<file path="config.mk">
export PLATFORM = sky130hd
export DESIGN_NAME = booth_seq_mul
export DESIGN_NICKNAME = d
export VERILOG_FILES = /design/src/rtl/booth_pkg.sv /design/src/rtl/booth_recode.sv /design/src/rtl/booth_addsub.sv /design/src/rtl/booth_iter_cnt.sv /design/src/rtl/booth_seq_mul.sv
export SDC_FILE = /design/constraint.sdc
export NUM_CORES = 1
export LEC_CHECK = 0
export BUFFER_PORTS_ARGS = -buffer_cell sky130_fd_sc_hd__buf_2
export CORE_ASPECT_RATIO = 0.9
export CORE_UTILIZATION = 55
export CTS_CLUSTER_SIZE = 24
export DETAILED_ROUTE_END_ITERATION = 8
export HOLD_SLACK_MARGIN = 0.06
export PLACE_DENSITY = 0.78
export RECOVER_POWER = 100
export SLEW_MARGIN = 20
export SYNTH_ARGS = -nofsm -noshare
export SYNTH_HDL_FRONTEND = slang
export SYNTH_SLANG_ARGS = --single-unit
</file>
<file path="constraint.sdc">
create_clock -name clk -period 9.47 [get_ports clk]
set_clock_uncertainty 0.1 [all_clocks]
set_input_delay 0.4735 -clock clk [delete_from_list [all_inputs] [get_ports clk]]
set_output_delay 0.4735 -clock clk [all_outputs]
set_load 0.01 [all_outputs]
</file>
<file path="src/rtl/booth_pkg.sv">
package booth_pkg;

    typedef enum logic [1:0] {
        ST_IDLE = 2'd0,
        ST_STEP = 2'd1,
        ST_DONE = 2'd2
    } booth_state_e;

    typedef enum logic [1:0] {
        ACT_NONE = 2'd0,
        ACT_ADD  = 2'd1,
        ACT_SUB  = 2'd2
    } booth_act_e;

endpackage

</file>
<file path="src/rtl/booth_recode.sv">
module booth_recode
    import booth_pkg::*;
(
    input  logic       cur_bit,
    input  logic       prev_bit,
    output booth_act_e act
);
    // Entering a run of ones subtracts; leaving it adds back.
    always_comb begin
        unique case ({cur_bit, prev_bit})
            2'b10:   act = ACT_SUB;
            2'b01:   act = ACT_ADD;
            default: act = ACT_NONE;
        endcase
    end
endmodule

</file>
<file path="src/rtl/booth_addsub.sv">
module booth_addsub
    import booth_pkg::*;
#(
    parameter int OP_W = 32,
    localparam int ACC_W = OP_W + 1
) (
    input  logic [ACC_W-1:0] acc,
    input  logic [OP_W-1:0]  mcand,
    input  booth_act_e       act,
    output logic [ACC_W-1:0] sum
);
    logic [ACC_W-1:0] mc_ext;
    assign mc_ext = {mcand[OP_W-1], mcand};

    always_comb begin
        unique case (act)
            ACT_ADD: sum = acc + mc_ext;
            ACT_SUB: sum = acc - mc_ext;
            default: sum = acc;
        endcase
    end
endmodule

</file>
<file path="src/rtl/booth_iter_cnt.sv">
module booth_iter_cnt #(
    parameter int OP_W = 32,
    localparam int CNT_W = (OP_W > 1) ? $clog2(OP_W) : 1
) (
    input  logic clk,
    input  logic rst_n,
    input  logic clear,
    input  logic inc,
    output logic last
);
    logic [CNT_W-1:0] cnt_q;

    always_ff @(posedge clk) begin
        if (!rst_n || clear) begin
            cnt_q <= '0;
        end else if (inc) begin
            cnt_q <= cnt_q + 1'b1;
        end
    end

    assign last = (cnt_q == CNT_W'(OP_W - 1));
endmodule

</file>
<file path="src/rtl/booth_seq_mul.sv">
module booth_seq_mul
    import booth_pkg::*;
#(
    parameter int OP_W = 32,
    localparam int PROD_W = 2 * OP_W,
    localparam int ACC_W  = OP_W + 1
) (
    input  logic              clk,
    input  logic              rst_n,
    input  logic              start,
    input  logic [OP_W-1:0]   mcand_i,
    input  logic [OP_W-1:0]   mplier_i,
    output logic              busy,
    output logic              done,
    output logic [PROD_W-1:0] product
);
    booth_state_e state_q, state_d;

    logic [ACC_W-1:0] acc_q;
    logic [OP_W-1:0]  mq_q;
    logic             prev_q;
    logic [OP_W-1:0]  mc_q;

    logic             load;
    logic             step;
    logic             last_iter;
    booth_act_e       act;
    logic [ACC_W-1:0] sum;

    // State register
    always_ff @(posedge clk) begin
        if (!rst_n) begin
            state_q <= ST_IDLE;
        end else begin
            state_q <= state_d;
        end
    end

    // Next state
    always_comb begin
        state_d = state_q;
        unique case (state_q)
            ST_IDLE: if (start)     state_d = ST_STEP;
            ST_STEP: if (last_iter) state_d = ST_DONE;
            ST_DONE:                state_d = ST_IDLE;
            default:                state_d = ST_IDLE;
        endcase
    end

    // Outputs of the machine
    always_comb begin
        load = 1'b0;
        step = 1'b0;
        busy = 1'b0;
        done = 1'b0;
        unique case (state_q)
            ST_IDLE: load = start;
            ST_STEP: begin
                step = 1'b1;
                busy = 1'b1;
            end
            ST_DONE: begin
                busy = 1'b1;
                done = 1'b1;
            end
            default: ;
        endcase
    end

    booth_iter_cnt #(.OP_W(OP_W)) u_cnt (
        .clk   (clk),
        .rst_n (rst_n),
        .clear (load),
        .inc   (step),
        .last  (last_iter)
    );

    booth_recode u_recode (
        .cur_bit  (mq_q[0]),
        .prev_bit (prev_q),
        .act      (act)
    );

    booth_addsub #(.OP_W(OP_W)) u_addsub (
        .acc   (acc_q),
        .mcand (mc_q),
        .act   (act),
        .sum   (sum)
    );

    // Combined register {acc, mq} shifts right arithmetically each step
    always_ff @(posedge clk) begin
        if (!rst_n) begin
            acc_q  <= '0;
            mq_q   <= '0;
            prev_q <= 1'b0;
            mc_q   <= '0;
        end else if (load) begin
            acc_q  <= '0;
            mq_q   <= mplier_i;
            prev_q <= 1'b0;
            mc_q   <= mcand_i;
        end else if (step) begin
            acc_q  <= {sum[ACC_W-1], sum[ACC_W-1:1]};
            mq_q   <= {sum[0], mq_q[OP_W-1:1]};
            prev_q <= mq_q[0];
        end
    end

    assign product = {acc_q[OP_W-1:0], mq_q};
endmodule

</file>
# == Word-level counts from Yosys, hierarchy flattened ==
# Cells that the tools add are included.
# totals
regBits,104
in_bits,67
wordCells,37
# op_classes
n_addsub,3
eq_ne,9
mux,11
bitwise,1
reduce_logical,7
# ops
operator,count
33-bit case mux with 2 select lines,1
32-bit 2-to-1 mux,2
32-bit by 32-bit adder with 33-bit output,1
32-bit by 32-bit subtractor with 33-bit output,1
2-bit case mux with 2 select lines,2
2-bit by 1-bit equality test with 1-bit output (second input constant),3
2-bit equality test (second input constant),3
5-bit by 1-bit adder with 5-bit output (second input constant),1
5-bit equality test (second input constant),1
1-bit 2-to-1 mux,4
2-bit 2-to-1 mux,2
2-bit inequality test (second input constant),2
2-bit OR reduction,2
2-bit zero test,1
2-bit AND reduction,1
2-bit nonzero test,1
1-bit zero test,1
1-bit logical OR,1
1-bit NOT,1

# == Longest topological paths before layout ==
# Gate-level depths: netlist of the first run.
# logic_depth
depth_word,6
ltp_mapped,17

# == Modules after synthesis ==
# A second synthesis of the first run with hierarchy kept.
# unflattened
hier_cells,882
hier_area_um2,7073.0
# by_module_without_submodules
module,instances,cells_each,area_per_inst_um2,seq_area_each_um2
booth_seq_mul,1,407,3901.2,1981.9
booth_addsub,1,450,2916.5,0.0
booth_iter_cnt,1,23,240.2,100.1
booth_recode,1,2,15.0,0.0

# == Worst setup path after synthesis of the first run ==
# Ideal clock, no wire load.
# synth_timing
path_type,reg2reg
start,reg mc_q[0]
end,reg acc_q[26]
setup_ps,74
t_arrival_ps,3748
t_required_ps,9296
setup_slack_ps,5548
path_stages_with_launch,17
n_path_buf,0
synth_period_minus_slack_ps,3922
cell_sequence,dfxtp_1 -> inv_1 -> ha_1 -> nand2_1 -> nor4_1 -> and2_1 -> a31oi_1 -> xnor2_1 -> ha_1 -> and3_1 -> and3_1 -> a32o_1 -> a31o_1 -> o311a_1 -> o21ai_1 -> or3b_1 -> a31oi_1
# synth_via
elab_chain_len,2
word_cells_on_any_way,3
cone_classes,2 x add/sub; 1 x mux
# synth_rtl
item,line_no,rtl
from (decl),booth_seq_mul.sv:22,logic [OP_W-1:0] mc_q;
from (signal assigned),booth_seq_mul.sv:102,mc_q <= mcand_i;
32-bit by 32-bit subtractor with 33-bit output / 32-bit by 32-bit adder with 33-bit output (equally long branches),"booth_addsub.sv:18, booth_addsub.sv:17",
33-bit case mux with 2 select lines (*),booth_addsub.sv:16,unique case (act)
to (signal assigned),booth_seq_mul.sv:104,"acc_q <= {sum[ACC_W-1], sum[ACC_W-1:1]};"
to (decl),booth_seq_mul.sv:19,logic [ACC_W-1:0] acc_q;
# Mark *: on every way between the ends. The rest lies on a longest branch, timed or not.
# A chain may end at the register's enable or synchronous reset.

# == Worst setup path in the final report of the first run ==
# layout_timing
start,reg state_q[0]
end,reg acc_q[0]
# layout_via
elab_chain_len,3
word_cells_on_any_way,5
cone_classes,1 x eq/ne; 2 x mux; 2 x reduce/logical
# layout_rtl
item,line_no,rtl
from (decl),booth_seq_mul.sv:17,"booth_state_e state_q, state_d;"
from (signal assigned),booth_seq_mul.sv:35,state_q <= state_d;
2-bit zero test,booth_seq_mul.sv:56,unique case (state_q)
1-bit 2-to-1 mux,booth_seq_mul.sv:56,
2-bit OR reduction (no line),n/a,
# Several ways; a longest one is shown, not always the timed one.

==> results.py, run 1 <==
metrics = {
    "routing": {
        "dr.first_iter.drc_count": 335,
        "drt-vias-per-instance": 5.55,
        "finalWirelength_um": 16100,
        "routedWlPerCell_um": 14.7,
        "drc": 0,
        "drt-pass1-iter-count": 5,
        "dr_total_vias": 6083,
        "ant_nets": 0,
    },
    "worst_setup_path": {
        "required_ns": 9.62,
        "worstRegToRegCells": 6,
        "worstSetupPathType": "reg -> reg",
        "r2r-start": "state_q[0]",
        "cp-start-kind": "register",
        "cp.arrival_ns": 5.76,
        "critPathMaxFanout": 98,
        "critPathCaptureType": "register",
        "rrSetupSlack_ns": 3.86,
        "r2r_end": "acc_q[0]",
    },
    "cells_and_area": {
        "layout_common_cells": "nand2_1 (138), dfxtp_1 (104), a21oi_1 (77)",
        "num_antenna_cells": 0,
        "final_layout_size_suffix_gt1_share_pct": 10.7,
        "layout_commonest_cell": "nand2_1",
        "fill_cells": 1111,
        "fin_area_sq_mm": 0.00768,
        "fin_util_pct": 63.9,
        "syn2layout_area_growth_pct": 13.7,
        "nets": 1040,
    },
    "clock_tree": {
        "cts_tree": "built",
        "cts_buffers": 9,
        "cts_resized": 0,
        "clockRootBuffer": "clkbuf_16",
        "cts.sinks": 104,
        "htree_num_levels": 3,
        "clkTransAtPathRegs_ns": 0.07,
        "clock_latency_ns": 0.36,
        "post_cts.repair.setup_buffers": 0,
        "cts.path.max_buffers": 2,
        "holdBufCountCts": 0,
    },
    "global_route": {
        "antenna_found_initial": 0,
        "grtUsageTotal_pct": 26.0,
        "grt_max_degree": 99,
        "grt_overflow": 0,
        "grt_pass1_vias": 5392,
        "grt_pass1_wl_um": 26600,
    },
    "timing": {
        "period_minus_slack_ns": 5.61,
        "hold_slack_ns": 0.252,
        "drv_slew": 139,
        "hold_viol": 0,
        "grt_setup_unrepaired": "no",
        "post-route-period-util_pct": 59.3,
        "setup_viol_count_final": 0,
        "max_freq_mhz": 178,
        "fin_tns_setup_ns": 0,
        "relSlewSlack_pct": -154,
        "worst_pin_slew_ns": 3.81,
    },
    "die": {
        "die_h_um": 107,
        "die_area_sq_mm": 0.0127,
        "core_area_sq_mm": 0.0120,
        "die_x_um": 119,
        "num_rows": 38,
        "initial_utilization_pct": 56.2,
        "io_pins": 133,
    },
    "power_and_ir_drop": {
        "p_leak_nw": 3.54,
        "total_power_mw": 1.54,
        "power_density_mw_per_mm2": 200,
        "max-vdd-ir-drop_mv": 0.178,
    },
    "run_status": {
        "status": "complete, but fails checks",
        "violations": "capacitance limit, slew limit",
    },
    "logic_synthesis": {
        "ys_seq_area_share_pct": 30.8,
        "ys_warn_count": 0,
        "syn_inst": 833,
        "syn_area_sq_mm": 0.00676,
        "synthesis.nets": 941,
        "synth_flop_cell": "dfxtp_1",
        "async_flop_share_pct": 0,
        "avgSynthCellArea_sq_um": 8.11,
        "ys_types": 60,
        "synth_seq_cells": 104,
        "synth_edf_count": 0,
    },
    "worst_hold_path": {
        "worstHoldPathCells": 2,
        "min_from": "mplier_i[31]",
        "min_path_type": "in -> reg",
        "min_to": "mq_q[31]",
    },
    "placed_design": {
        "finalWeightedCongestion": 0.923,
        "placement.io_buffers": 132,
        "dpl-instance-area_sq_mm": 0.00747,
        "hpwl_um": 11800,
    },
    "flow_run": {
        "maxCapViolations": 2,
    },
}
-- stage by stage --
stage	worst slack (ns)	cells
final	3.86	1096
after global routing	3.21	1096
after CTS	5.03	1096
after detailed placement	5.07	1081
after global placement	5.17	1081
after floorplan	5.55	833
-- report_power, final --
group | total [mW] | switching, mW | leakage (nW) | internal (mW)
Combinational | 0.620 | 0.358 | 2.54 | 0.262
Clock | 0.388 | 0.174 | 0.151 | 0.214
Sequential | 0.528 | 0.0468 | 0.854 | 0.482
-- area by class of cell --
class | count | area, sq um | area share, %
inverters | 23 | 86.3 | 1.12
clock inverters | 5 | 63.8 | 0.830
repair buffers | 136 | 604 | 7.87
flip-flops and latches | 104 | 2080 | 27.1
multi-input cells | 658 | 4410 | 57.4
well taps | 160 | 200 | 2.61
clock buffers | 10 | 239 | 3.11
-- layer usage --
| metal | share of wire, % | global-route usage, % | vias to the layer above |
|---|---|---|---|
| li1 | - | - | 3161 |
| met1 | 50 | 37.1 | 2721 |
| met2 | 41 | 37.7 | 184 |
| met3 | 7.3 | 7.93 | 17 |
| met4 | 1.4 | 6.60 | 0 |
| met5 | 0 | 0 | - |
-- worst max-delay path: stages (launching register included) --
cell	delay (ns)
dfxtp_1	0.36
inv_1	0.09
ha_1	0.23
nand2_2	0.06
clkbuf_1	2.67
nand2_1	1.48
a211oi_1	0.45
-- cell families (layout without fill, tap and decap cells) --
logic type                 count (synthesis)  count (layout)  share of synthesized area (%)
buffers and inverters                     71             174                           4.13
AOI/OAI and AO/OA                        257             257                           25.8
xor gates and xnor gates                  59              59                           7.65
adders and majority gates                 41              41                           7.70
muxes                                     54              54                           8.00
and+or+nand+nor                          247             247                           15.9
DFF                                      104             104                           30.8
-- synth_stat cells (2+ instances only) --
cell	count	area, sq um
a211oi_1	5	37.5
a21boi_0	32	240
a21o_1	20	150
a21oi_1	77	385
a31oi_1	11	68.8
and2_1	6	37.5
and3_1	6	37.5
and4_1	2	17.5
buf_1	7	26.3
clkbuf_1	38	143
dfxtp_1	104	2080
ha_1	40	500
inv_1	23	86.3
mux2i_1	54	541
nand2_1	139	522
nand2b_1	4	25.0
nand3_1	5	25.0
nand3b_1	2	15.0
nand4_1	3	18.8
nor2_1	48	180
nor2b_1	6	37.5
nor3_1	16	80.1
nor4_1	2	12.5
o211a_1	33	330
o211ai_1	11	82.6
o21ai_0	44	220
o21bai_1	2	15.0
o31a_1	2	17.5
or2_2	3	18.8
xnor2_1	46	403
xor2_1	13	114
-- worst max-delay path by stage --
stage / start / endpoint / slack, ns
2_1_floorplan: mc_q[0] / acc_q[26] / 5.55
3_3_place_gp: mc_q[0] / acc_q[26] / 5.17
3_5_place_dp: mc_q[0] / acc_q[26] / 5.07
4_1_cts: mc_q[0] / acc_q[26] / 5.03
5_1_grt: state_q[0] / acc_q[0] / 3.21
6_report: state_q[0] / acc_q[0] / 3.86
-- registers in the layout, indices dropped and copies added, names as in the netlist --
signal and count:
acc_q 32, mc_q 32, mq_q 32, u_cnt.cnt_q 5
state_q 2, prev_q 1
No activity file was read; power rests on OpenSTA's default activity.
==> run 2: changes to the inputs <==
==> constraint.sdc (replaced) <==
create_clock -name clk -period 5.7 [get_ports clk]
set_clock_uncertainty 0.1 [all_clocks]
set_input_delay 0.285 -clock clk [delete_from_list [all_inputs] [get_ports clk]]
set_output_delay 0.285 -clock clk [all_outputs]
set_load 0.01 [all_outputs]
==> results.py, run 2 (same netlist as run 1, synthesis figures left out) <==
metrics = {
    "cells_and_area": {
        "fin_area_sq_mm": 0.00777,
        "nets": 1049,
        "layout_commonest_cell": "nand2_1",
        "final_layout_size_suffix_gt1_share_pct": 10.4,
        "syn2layout_area_growth_pct": 15.0,
        "num_antenna_cells": 0,
        "layout_common_cells": "nand2_1 (138), dfxtp_1 (104), a21oi_1 (77)",
        "instances_no_fill": 1106,
        "reg_top3": "acc_q x32, mc_q x32, mq_q x32",
        "fin_util_pct": 64.6,
    },
    "clock_tree": {
        "htree_num_levels": 3,
        "clockRootBuffer": "clkbuf_16",
        "cts_buffers": 9,
        "cts_resized": 0,
        "holdBufCountCts": 9,
        "clkTransAtPathRegs_ns": 0.07,
        "cts.path.max_buffers": 2,
        "post_cts.repair.setup_buffers": 0,
        "cts.sinks": 104,
        "clock_latency_ns": 0.35,
        "cts_tree": "built",
    },
    "flow_run": {
        "maxCapViolations": 3,
    },
    "global_route": {
        "grtUsageTotal_pct": 26.4,
        "antenna_found_initial": 0,
        "grt_max_degree": 72,
        "grt_overflow": 0,
        "grt_pass1_vias": 5527,
        "grt_pass1_wl_um": 27000,
    },
    "worst_setup_path": {
        "slowest_delay_ns": 0.86,
        "critPathMaxFanout": 7,
        "crit_buf_inv": 1,
        "cp-start-kind": "register",
        "cp_top_family": "simple AND/OR/NAND/NOR gates",
        "cp.arrival_ns": 4.85,
        "required_ns": 5.87,
        "crit_path_cell_trace": "inv_1, ha_1, nand2_1, nor4_1, and2_0, a31oi_1, xnor2_1, ha_1, and3_1, and3_1, a32o_1, a31o_1, o311a_1, o21ai_1, or3b_1, a31oi_1",
        "critPathCaptureType": "register",
        "worstSetupPathType": "reg -> reg",
        "slowest_stage": "nor4_1",
    },
    "timing": {
        "post-route-period-util_pct": 82.2,
        "worst_pin_slew_ns": 2.46,
        "relSlewSlack_pct": -64.1,
        "hold_viol": 0,
        "max_freq_mhz": 213,
        "setup_viol_count_final": 0,
        "drv_slew": 136,
        "hold_slack_ns": 0.0671,
        "grt_setup_unrepaired": "no",
        "fin_tns_setup_ns": 0,
        "period_minus_slack_ns": 4.68,
    },
    "routing": {
        "drc": 0,
        "drt-vias-per-instance": 5.56,
        "finalWirelength_um": 16400,
        "dr_total_vias": 6149,
        "dr.first_iter.drc_count": 387,
        "ant_nets": 0,
        "routedWlPerCell_um": 14.8,
        "drt-pass1-iter-count": 5,
    },
    "die": {
        "die_x_um": 119,
        "num_rows": 38,
        "core_area_sq_mm": 0.0120,
        "die_area_sq_mm": 0.0127,
        "io_pins": 133,
        "initial_utilization_pct": 56.2,
        "die_h_um": 107,
    },
    "placed_design": {
        "dpl-instance-area_sq_mm": 0.00747,
        "hpwl_um": 11900,
        "placement.io_buffers": 132,
        "finalWeightedCongestion": 0.881,
        "post-place-cells": 1081,
    },
    "worst_hold_path": {
        "min_path_type": "in -> reg",
    },
    "power_and_ir_drop": {
        "p_leak_nw": 3.57,
        "power_density_mw_per_mm2": 328,
        "max-vdd-ir-drop_mv": 0.278,
    },
    "run_status": {
        "status": "complete, but fails checks",
        "violations": "capacitance limit, slew limit",
    },
}
[run 2: per-layer routing]
metal | track usage (%) | up-vias | routed length [um] | share of wire [%]
li1 | - | 3170 | - | -
met1 | 35.6 | 2777 | 8010 | 49
met2 | 41.9 | 190 | 6980 | 43
met3 | 7.39 | 12 | 1210 | 7.4
met4 | 5.33 | 0 | 174 | 1.1
met5 | 0 | - | 0 | 0
[run 2: final cells by class]
type,instances,area [sq um]
multi-input cells,658,4400
fillers,1068,4260
flip-flops and latches,104,2080
repair buffers,145,694
clock buffers,10,229
well taps,160,200
inverters,23,86.3
clock inverters,6,75.1
[run 2: metrics by stage]
stage / total power, mW / setup slack [ns]
6_report: 2.55 / 1.02
3_5_place_dp: 1.91 / 1.20
4_1_cts: 2.56 / 1.16
3_3_place_gp: 1.91 / 1.27
2_1_floorplan: 1.67 / 1.78
5_1_grt: 2.72 / 0.669
[run 2: worst paths after layout]
check / startpoint / slack (ns) / depth (start not counted) / end
setup reg to reg: mc_q[0] / 1.02 / 16 / acc_q[26]
hold reg to reg: mc_q[28] / 0.40 / 2 / mc_q[28]
hold / removal: mplier_i[12] / 0.07 / 2 / mq_q[12]
setup / recovery: mc_q[0] / 1.02 / 16 / acc_q[26]
[run 2: where the power goes]
group / switching (mW) / leakage, nW / internal, mW
Combinational: 0.600 / 2.57 / 0.434
Sequential: 0.0771 / 0.854 / 0.800
Clock: 0.290 / 0.145 / 0.347
Total: 0.968 / 3.57 / 1.58
